File: config.mk
export PLATFORM = sky130hd
export DESIGN_NAME = sdram_init_seq
export DESIGN_NICKNAME = d
export VERILOG_FILES = /design/src/rtl/sdram_init_seq.sv
export SDC_FILE = /design/constraint.sdc
export NUM_CORES = 1
export LEC_CHECK = 0
export ABC_AREA = 1
export CAP_MARGIN = 20
export CORE_MARGIN = 3
export CORE_UTILIZATION = 53
export CTS_CLUSTER_SIZE = 14
export DETAILED_ROUTE_END_ITERATION = 10
export GPL_ROUTABILITY_DRIVEN = 0
export HOLD_SLACK_MARGIN = 0.05
export PLACE_DENSITY_LB_ADDON = 0.15
export SLEW_MARGIN = 20
export SYNTH_ARGS = -nofsm -noshare
export SYNTH_HDL_FRONTEND = slang
export SYNTH_SLANG_ARGS = --single-unit
File: constraint.sdc
create_clock -name clk -period 2.55 [get_ports clk]
set_input_delay 0.51 -clock clk [delete_from_list [all_inputs] [get_ports clk]]
set_output_delay 0.51 -clock clk [all_outputs]
set_load 0.02 [all_outputs]
File: src/rtl/sdram_init_seq.sv
module sdram_init_seq #(
  parameter int CLK_MHZ    = 125,
  parameter int POWERUP_US = 100,
  parameter int T_RP       = 3,
  parameter int T_RFC      = 9,
  parameter int T_MRD      = 2,
  parameter int ROW_W      = 13,
  parameter int BANK_W     = 2,
  parameter int MODE_W     = 10
) (
  input  logic              clk,
  input  logic              rst_n,
  input  logic [MODE_W-1:0] mode_cfg,
  output logic              cs_n,
  output logic              ras_n,
  output logic              cas_n,
  output logic              we_n,
  output logic [ROW_W-1:0]  addr,
  output logic [BANK_W-1:0] ba,
  output logic              init_done
);

  localparam int WAIT_CYC = CLK_MHZ * POWERUP_US;
  localparam int MAX_A    = (T_RP > T_RFC) ? T_RP : T_RFC;
  localparam int MAX_B    = (MAX_A > T_MRD) ? MAX_A : T_MRD;
  localparam int MAX_CNT  = (WAIT_CYC > MAX_B) ? WAIT_CYC : MAX_B;
  localparam int CNT_W    = $clog2(MAX_CNT + 1);

  localparam logic [3:0] CMD_INH = 4'b1111;
  localparam logic [3:0] CMD_NOP = 4'b0111;
  localparam logic [3:0] CMD_PRE = 4'b0010;
  localparam logic [3:0] CMD_REF = 4'b0001;
  localparam logic [3:0] CMD_LMR = 4'b0000;

  typedef enum logic [2:0] {
    ST_WAIT, ST_TRP, ST_TRFC1, ST_TRFC2, ST_TMRD, ST_DONE
  } step_t;

  step_t            st;
  logic [CNT_W-1:0] cnt;
  logic [3:0]       cmd_q;

  assign {cs_n, ras_n, cas_n, we_n} = cmd_q;

  always_ff @(posedge clk) begin
    if (!rst_n) begin
      st        <= ST_WAIT;
      cnt       <= CNT_W'(WAIT_CYC);
      cmd_q     <= CMD_INH;
      addr      <= '0;
      ba        <= '0;
      init_done <= 1'b0;
    end else begin
      cmd_q <= CMD_NOP;
      addr  <= '0;
      ba    <= '0;
      if (st != ST_DONE && cnt != '0) begin
        cnt <= cnt - 1'b1;
      end else begin
        case (st)
          ST_WAIT: begin
            cmd_q    <= CMD_PRE;
            addr[10] <= 1'b1;
            cnt      <= CNT_W'(T_RP - 1);
            st       <= ST_TRP;
          end
          ST_TRP: begin
            cmd_q <= CMD_REF;
            cnt   <= CNT_W'(T_RFC - 1);
            st    <= ST_TRFC1;
          end
          ST_TRFC1: begin
            cmd_q <= CMD_REF;
            cnt   <= CNT_W'(T_RFC - 1);
            st    <= ST_TRFC2;
          end
          ST_TRFC2: begin
            cmd_q <= CMD_LMR;
            addr  <= ROW_W'(mode_cfg);
            cnt   <= CNT_W'(T_MRD - 1);
            st    <= ST_TMRD;
          end
          ST_TMRD: begin
            init_done <= 1'b1;
            st        <= ST_DONE;
          end
          default: st <= ST_DONE;
        endcase
      end
    end
  end

  // reset forces command inhibit on the next edge
  a_r1_inhibit_in_reset: assert property (@(posedge clk)
    !rst_n |=> (cmd_q == CMD_INH && !init_done));

  // a precharge always selects all banks
  a_r3_pre_all_banks: assert property (@(posedge clk) disable iff (!rst_n)
    cmd_q == CMD_PRE |-> (addr[10] && ba == '0));

  // reserved mode bits held low during the load
  a_r5_lmr_reserved_low: assert property (@(posedge clk) disable iff (!rst_n)
    cmd_q == CMD_LMR |-> (addr[12:10] == 3'b000 && ba == '0));

  // completion flag is sticky
  a_r6_done_sticky: assert property (@(posedge clk) disable iff (!rst_n)
    init_done |=> init_done);

  // nothing but NOP once initialized
  a_r8_idle_after_done: assert property (@(posedge clk) disable iff (!rst_n)
    init_done |-> cmd_q == CMD_NOP);

  // no inhibit once out of reset
  a_r7_no_inhibit_running: assert property (@(posedge clk) disable iff (!rst_n)
    $past(rst_n) |-> cmd_q != CMD_INH);

endmodule

======== Word level (Yosys, flattened, before mapping) ========
Index checks and enable logic that the tools add are counted.
word-level totals
  flip-flop bits (word level) ............. 35
  output and inout port bits .............. 20
  logic and storage cells ................. 30
  input port bits ......................... 12
operators by class
  multiplexer cells ....................... 5
  eq/ne operators ......................... 5
  reductions and logical operators ........ 8
  add/subtract/negate cells ............... 1
  bitwise operators ....................... 3
operators by type and width
  cell                     count
  $pmux W14 S3             1
  $mux W14                 1
  $reduce_bool A14 Y1      1
  $sub A14 B1 Y14 const B  1
  $pmux W3 S4              1
  $pmux W3 S3              1
  $eq A3 B2 Y1 const B     2
  $reduce_bool A4 Y1       1
  $reduce_or A2 Y1         2
  $eq A3 B1 Y1 const B     1
  $eq A3 B3 Y1 const B     1
  $logic_not A3 Y1         1
  $ne A3 B3 Y1 const B     1
  $not A1 Y1               3
  $reduce_or A3 Y1         1
  $reduce_and A2 Y1        1
  $logic_and A1 B1 Y1      1
  $mux W1                  1

======== Depth between registers and ports, before layout ========
  depth after elaboration ................. 4
  gate-level depth with buffers ........... 11
  depth with buffers taken out ............ 11

======== Worst setup path before layout ========
No wires, ideal clock.
  path kind ............................... flip-flop to flip-flop
  start ................................... register cnt[0]
  end ..................................... register cnt[13]
  clock period less this slack ............ 1.537 ns
  buffers on the path ..................... 1
  library setup time ...................... 0.130 ns
  data arrival time ....................... 1.407 ns
  path slack .............................. 1.013 ns
  cell stages (with the launch flop) ...... 11
  path through ............................ dfxtp_1 -> inv_1 -> ha_1 -> nand2_2 -> nor2_4 -> nand2_4 -> nand2_8 -> inv_2 -> buf_6 -> nand3_1 -> nand3_1
on the way
  word-level cells in the longest chain between the ends .. 3
ends and longest elaborated chain
  item                                                                     line  text
  from (decl)                                                              40    logic [CNT_W-1:0] cnt;
  from (signal assigned)                                                   48    cnt <= CNT_W'(WAIT_CYC);
  from (signal assigned)                                                   58    cnt <= cnt - 1'b1;
  from (signal assigned)                                                   64    cnt <= CNT_W'(T_RP - 1);
  parallel branches: the longest is 3 deep, another holds $sub A14 B1 Y14  n/a
Parallel ways; which one is timed is not known.
A chain may end at the register's enable or synchronous reset.

======== Final worst setup path ========
  start ................................... register init_done
  end ..................................... output init_done
RTL lines
  item                    line  text
  from (decl)             20    output logic init_done
  from (signal assigned)  52    init_done <= 1'b0;
  from (signal assigned)  84    init_done <= 1'b1;
No word-level cell between the ends.

==> key figures <==
Cells and area
  • Diode count: 0
  • Final #Nets: roughly 250
  • Area delta synth->final: 25.10%
  • Final Util: approximately 73%
  • Share of layout cells above drive strength 1: approximately a tenth

Worst setup path
  • Reg2Reg Setup Slack: 0.82 ns
  • Delay-heaviest family, CP: buffers and inverters
  • WP data arrival: ~1.3 ns
  • Crit Path Max Fanout: 2
  • Crit path launch type: register
  • CP Data Required Time: 2.04 ns
  • Crit path kind: reg -> out
  • Worst Path Buf+Inv: 1
  • Worst setup EP type: output pin
  • CP cell instances: clkdlybuf4s50_1
  • Worst path max stage delay: 0.61 ns
  • Critical path origin: init_done
  • Worst path slowest cell: clkdlybuf4s50_1
  • RR Startpoint: cnt[0]

Route
  • Vias: 1359
  • Antenna Nets Post-Route: 0
  • Initial drt markers: between 60 and 70
  • Final WL: approximately 3300 um
  • Detail-routed via count per cell: about 5
  • Drt drc: 0
  • Wire per inst: 12.12 um
  • Detailed Routing Iterations Pass 1: 4

Clock tree
  • Post-CTS Resized: 0
  • CTS Sinks: 33
  • Buffer count from post-CTS setup fixing: 0
  • Clk pin slew, worst setup/hold paths: 0.10 ns
  • Clock Tree Buf Depth: 2
  • Number of H-tree levels: 2
  • Insertion delay to the later sink of the worst-skew pair: 0.34 ns
  • Root Buffer: clkbuf_4
  • TritonCTS clock tree: done
  • Number of CTS-inserted buffers: 5
  • CTS Hold Bufs: 0

STA
  • Pins Over Slew Limit: 0
  • Setup WS post-layout: 0.7430 ns
  • Final worst path period share: 70.86%
  • Post-layout minimum cycle time: 1.807 ns
  • Unrepaired setup endpoints after global routing: false
  • Finish-stage setup viols: 0
  • Fin. Hold Viols: 0
  • Fmax: 553.4 MHz
  • Setup Skew: 0.008078 ns
  • Setup TNS: 0 ns

GRT
  • Largest net degree at the start of global routing: 13
  • Number of global-route vias before repair: around 1.3k
  • Total track usage: 20.59%
  • Total grt overflow: 0
  • Antenna violations before repair: 0
  • First-pass GRT wire length: 5444 um

Synth
  • Yosys reg bits: 33
  • Mean Syn Cell Area: 7.226 sq um
  • Syn Inst Count: approximately 210
  • Share of the synthesized area in the top cell type: a little over two fifths
  • Synth cell types: 29
  • Sequential share of the synthesized area: between 40 and 50%
  • Syn Std Cell Area: 0.001510 sq mm
  • Area leader, netlist: dfxtp_1
  • Yosys Warn Count: 0
  • Synth top area cells: dfxtp_1 44%, nand2_1 11%, nand3_1 9.6%, inv_1 7.2%, nor2_1 7.2%

Die
  • Row Count: 18
  • Die Height: 59.38 um
  • Core Footprint: 0.002590 sq mm
  • Starting density of the core: 58.31%
  • Die X: 59.38 um
  • Die Footprint: 0.003526 sq mm
  • I/O pin count: 32

Placed design
  • DP HPWL: 2315 um
  • Dpl ws: 0.7873 ns
  • Port Buf Inserts: 27

Power and ir drop
  • Clk pwr share: approximately 43%
  • Int Pwr: 0.8727 mW
  • Combinational share of power: ~8.3%
  • Maximum vdd drop: 851.4 uV
  • Share of total power in sequential cells: 48.2%
  • Psw: 0.2421 mW
  • PD cells: 590.0 mW/mm^2
  • Pleak: 0.9311 nW
  • Switch share: 21.71%

Status
  • Status: complete, no violations

Hold path
  • Hold_sp: init_done
  • Worst min path class: reg -> reg

Flow run
  • MaxCap Viol Count: 0
[power by group through the flow]
stage	combinational, mW	sequential [mW]	clock (mW)
floorplan	0.0638	0.548	0
global placement	0.0877	0.549	0
detailed placement	0.0910	0.549	0
CTS	0.0929	0.537	0.491
global route	0.104	0.540	0.515
finish	0.0930	0.538	0.484
[cells in the final DEF, fill, tap and decap left out, types with 2 or more instances in the layout]
| master | n |
|---|---|
| nand2_1 | 45 |
| dfxtp_1 | 33 |
| inv_1 | 29 |
| nor2_1 | 29 |
| nand3_1 | 29 |
| clkdlybuf4s50_1 | 27 |
| a21oi_1 | 7 |
| nor2_2 | 5 |
| clkbuf_4 | 5 |
| conb_1 | 4 |
| nand2_4 | 3 |
| o21ai_0 | 3 |
| nand3b_1 | 2 |
| clkinv_2 | 2 |
| nand4_1 | 2 |
| or2_2 | 2 |
| bufinv_16 | 2 |
[area by class of cell]
cell class	instances	area [sq um]
Clock inverter	3	65.06
Timing Repair Buffer	28	277.8
Clock buffer	5	37.54
Sequential cell	33	660.6
Fill cell	180	700.7
Tap cell	30	37.54
Inverter	32	121.4
Multi-Input combinational cell	140	689.4
[state kept, by name (all words and copies together), names as in the netlist]
signal / cells
addr: 11
cmd_q: 4
cnt: 14
init_done: 1
st: 3
[cells by family (layout without fill, tap and decap cells)]
kind of cell / Yosys count / in the layout / synth area share [%]
adder cells (fa/ha/maj): 1 / 1 / 0.8284
XOR/XNOR: 1 / 1 / 0.5801
flip-flops: 33 / 33 / 43.74
other: 1 / 4 / 0.2483
buffers and inverters: 39 / 68 / 11.35
AND/OR/NAND/NOR: 123 / 123 / 39.44
AO/OA/AOI/OAI: 11 / 11 / 3.811
[cells in the mapped netlist (all sizes together)]
| library cell | count |
|---|---|
| nor3 | 1 |
| nor3b | 1 |
| or2 | 2 |
| nand2 | 50 |
| buf | 6 |
| nand4 | 2 |
| clkinv | 2 |
| dfxtp | 33 |
| clkbuf | 1 |
| nand3 | 30 |
| conb | 1 |
| a21oi | 7 |
| nand3b | 2 |
| ha | 1 |
| o21ai | 3 |
| nor2 | 35 |
| a21o | 1 |
| xor2 | 1 |
| inv | 30 |
[worst paths after layout]
kind / to / cells past startpoint
worst max-delay path: init_done / 1
worst min-delay path: init_done / 2
worst max register to register: addr[9] / 10
worst min register to register: init_done / 2
[per-layer routing]
metal	vias to the layer above	track usage (%)	part of all wire, %
met5	-	0	0
met4	0	6.149	1.3
li1	702	-	-
met3	6	6.754	6.8
met2	52	34.79	50
met1	599	24.63	42
[per-stage QoR]
step	std cells	total power [mW]	hold WS [ns]	cell area, sq um
after detailed placement	263	0.6399	0.4552	1787
final	271	1.115	0.4717	1889
after global routing	271	1.158	0.5181	1889
after global placement	263	0.6368	0.4424	1787
after floorplan	212	0.6118	0.4514	1521
after CTS	271	1.121	0.4724	1889
Note: power is estimated with default switching activity, not from simulation.
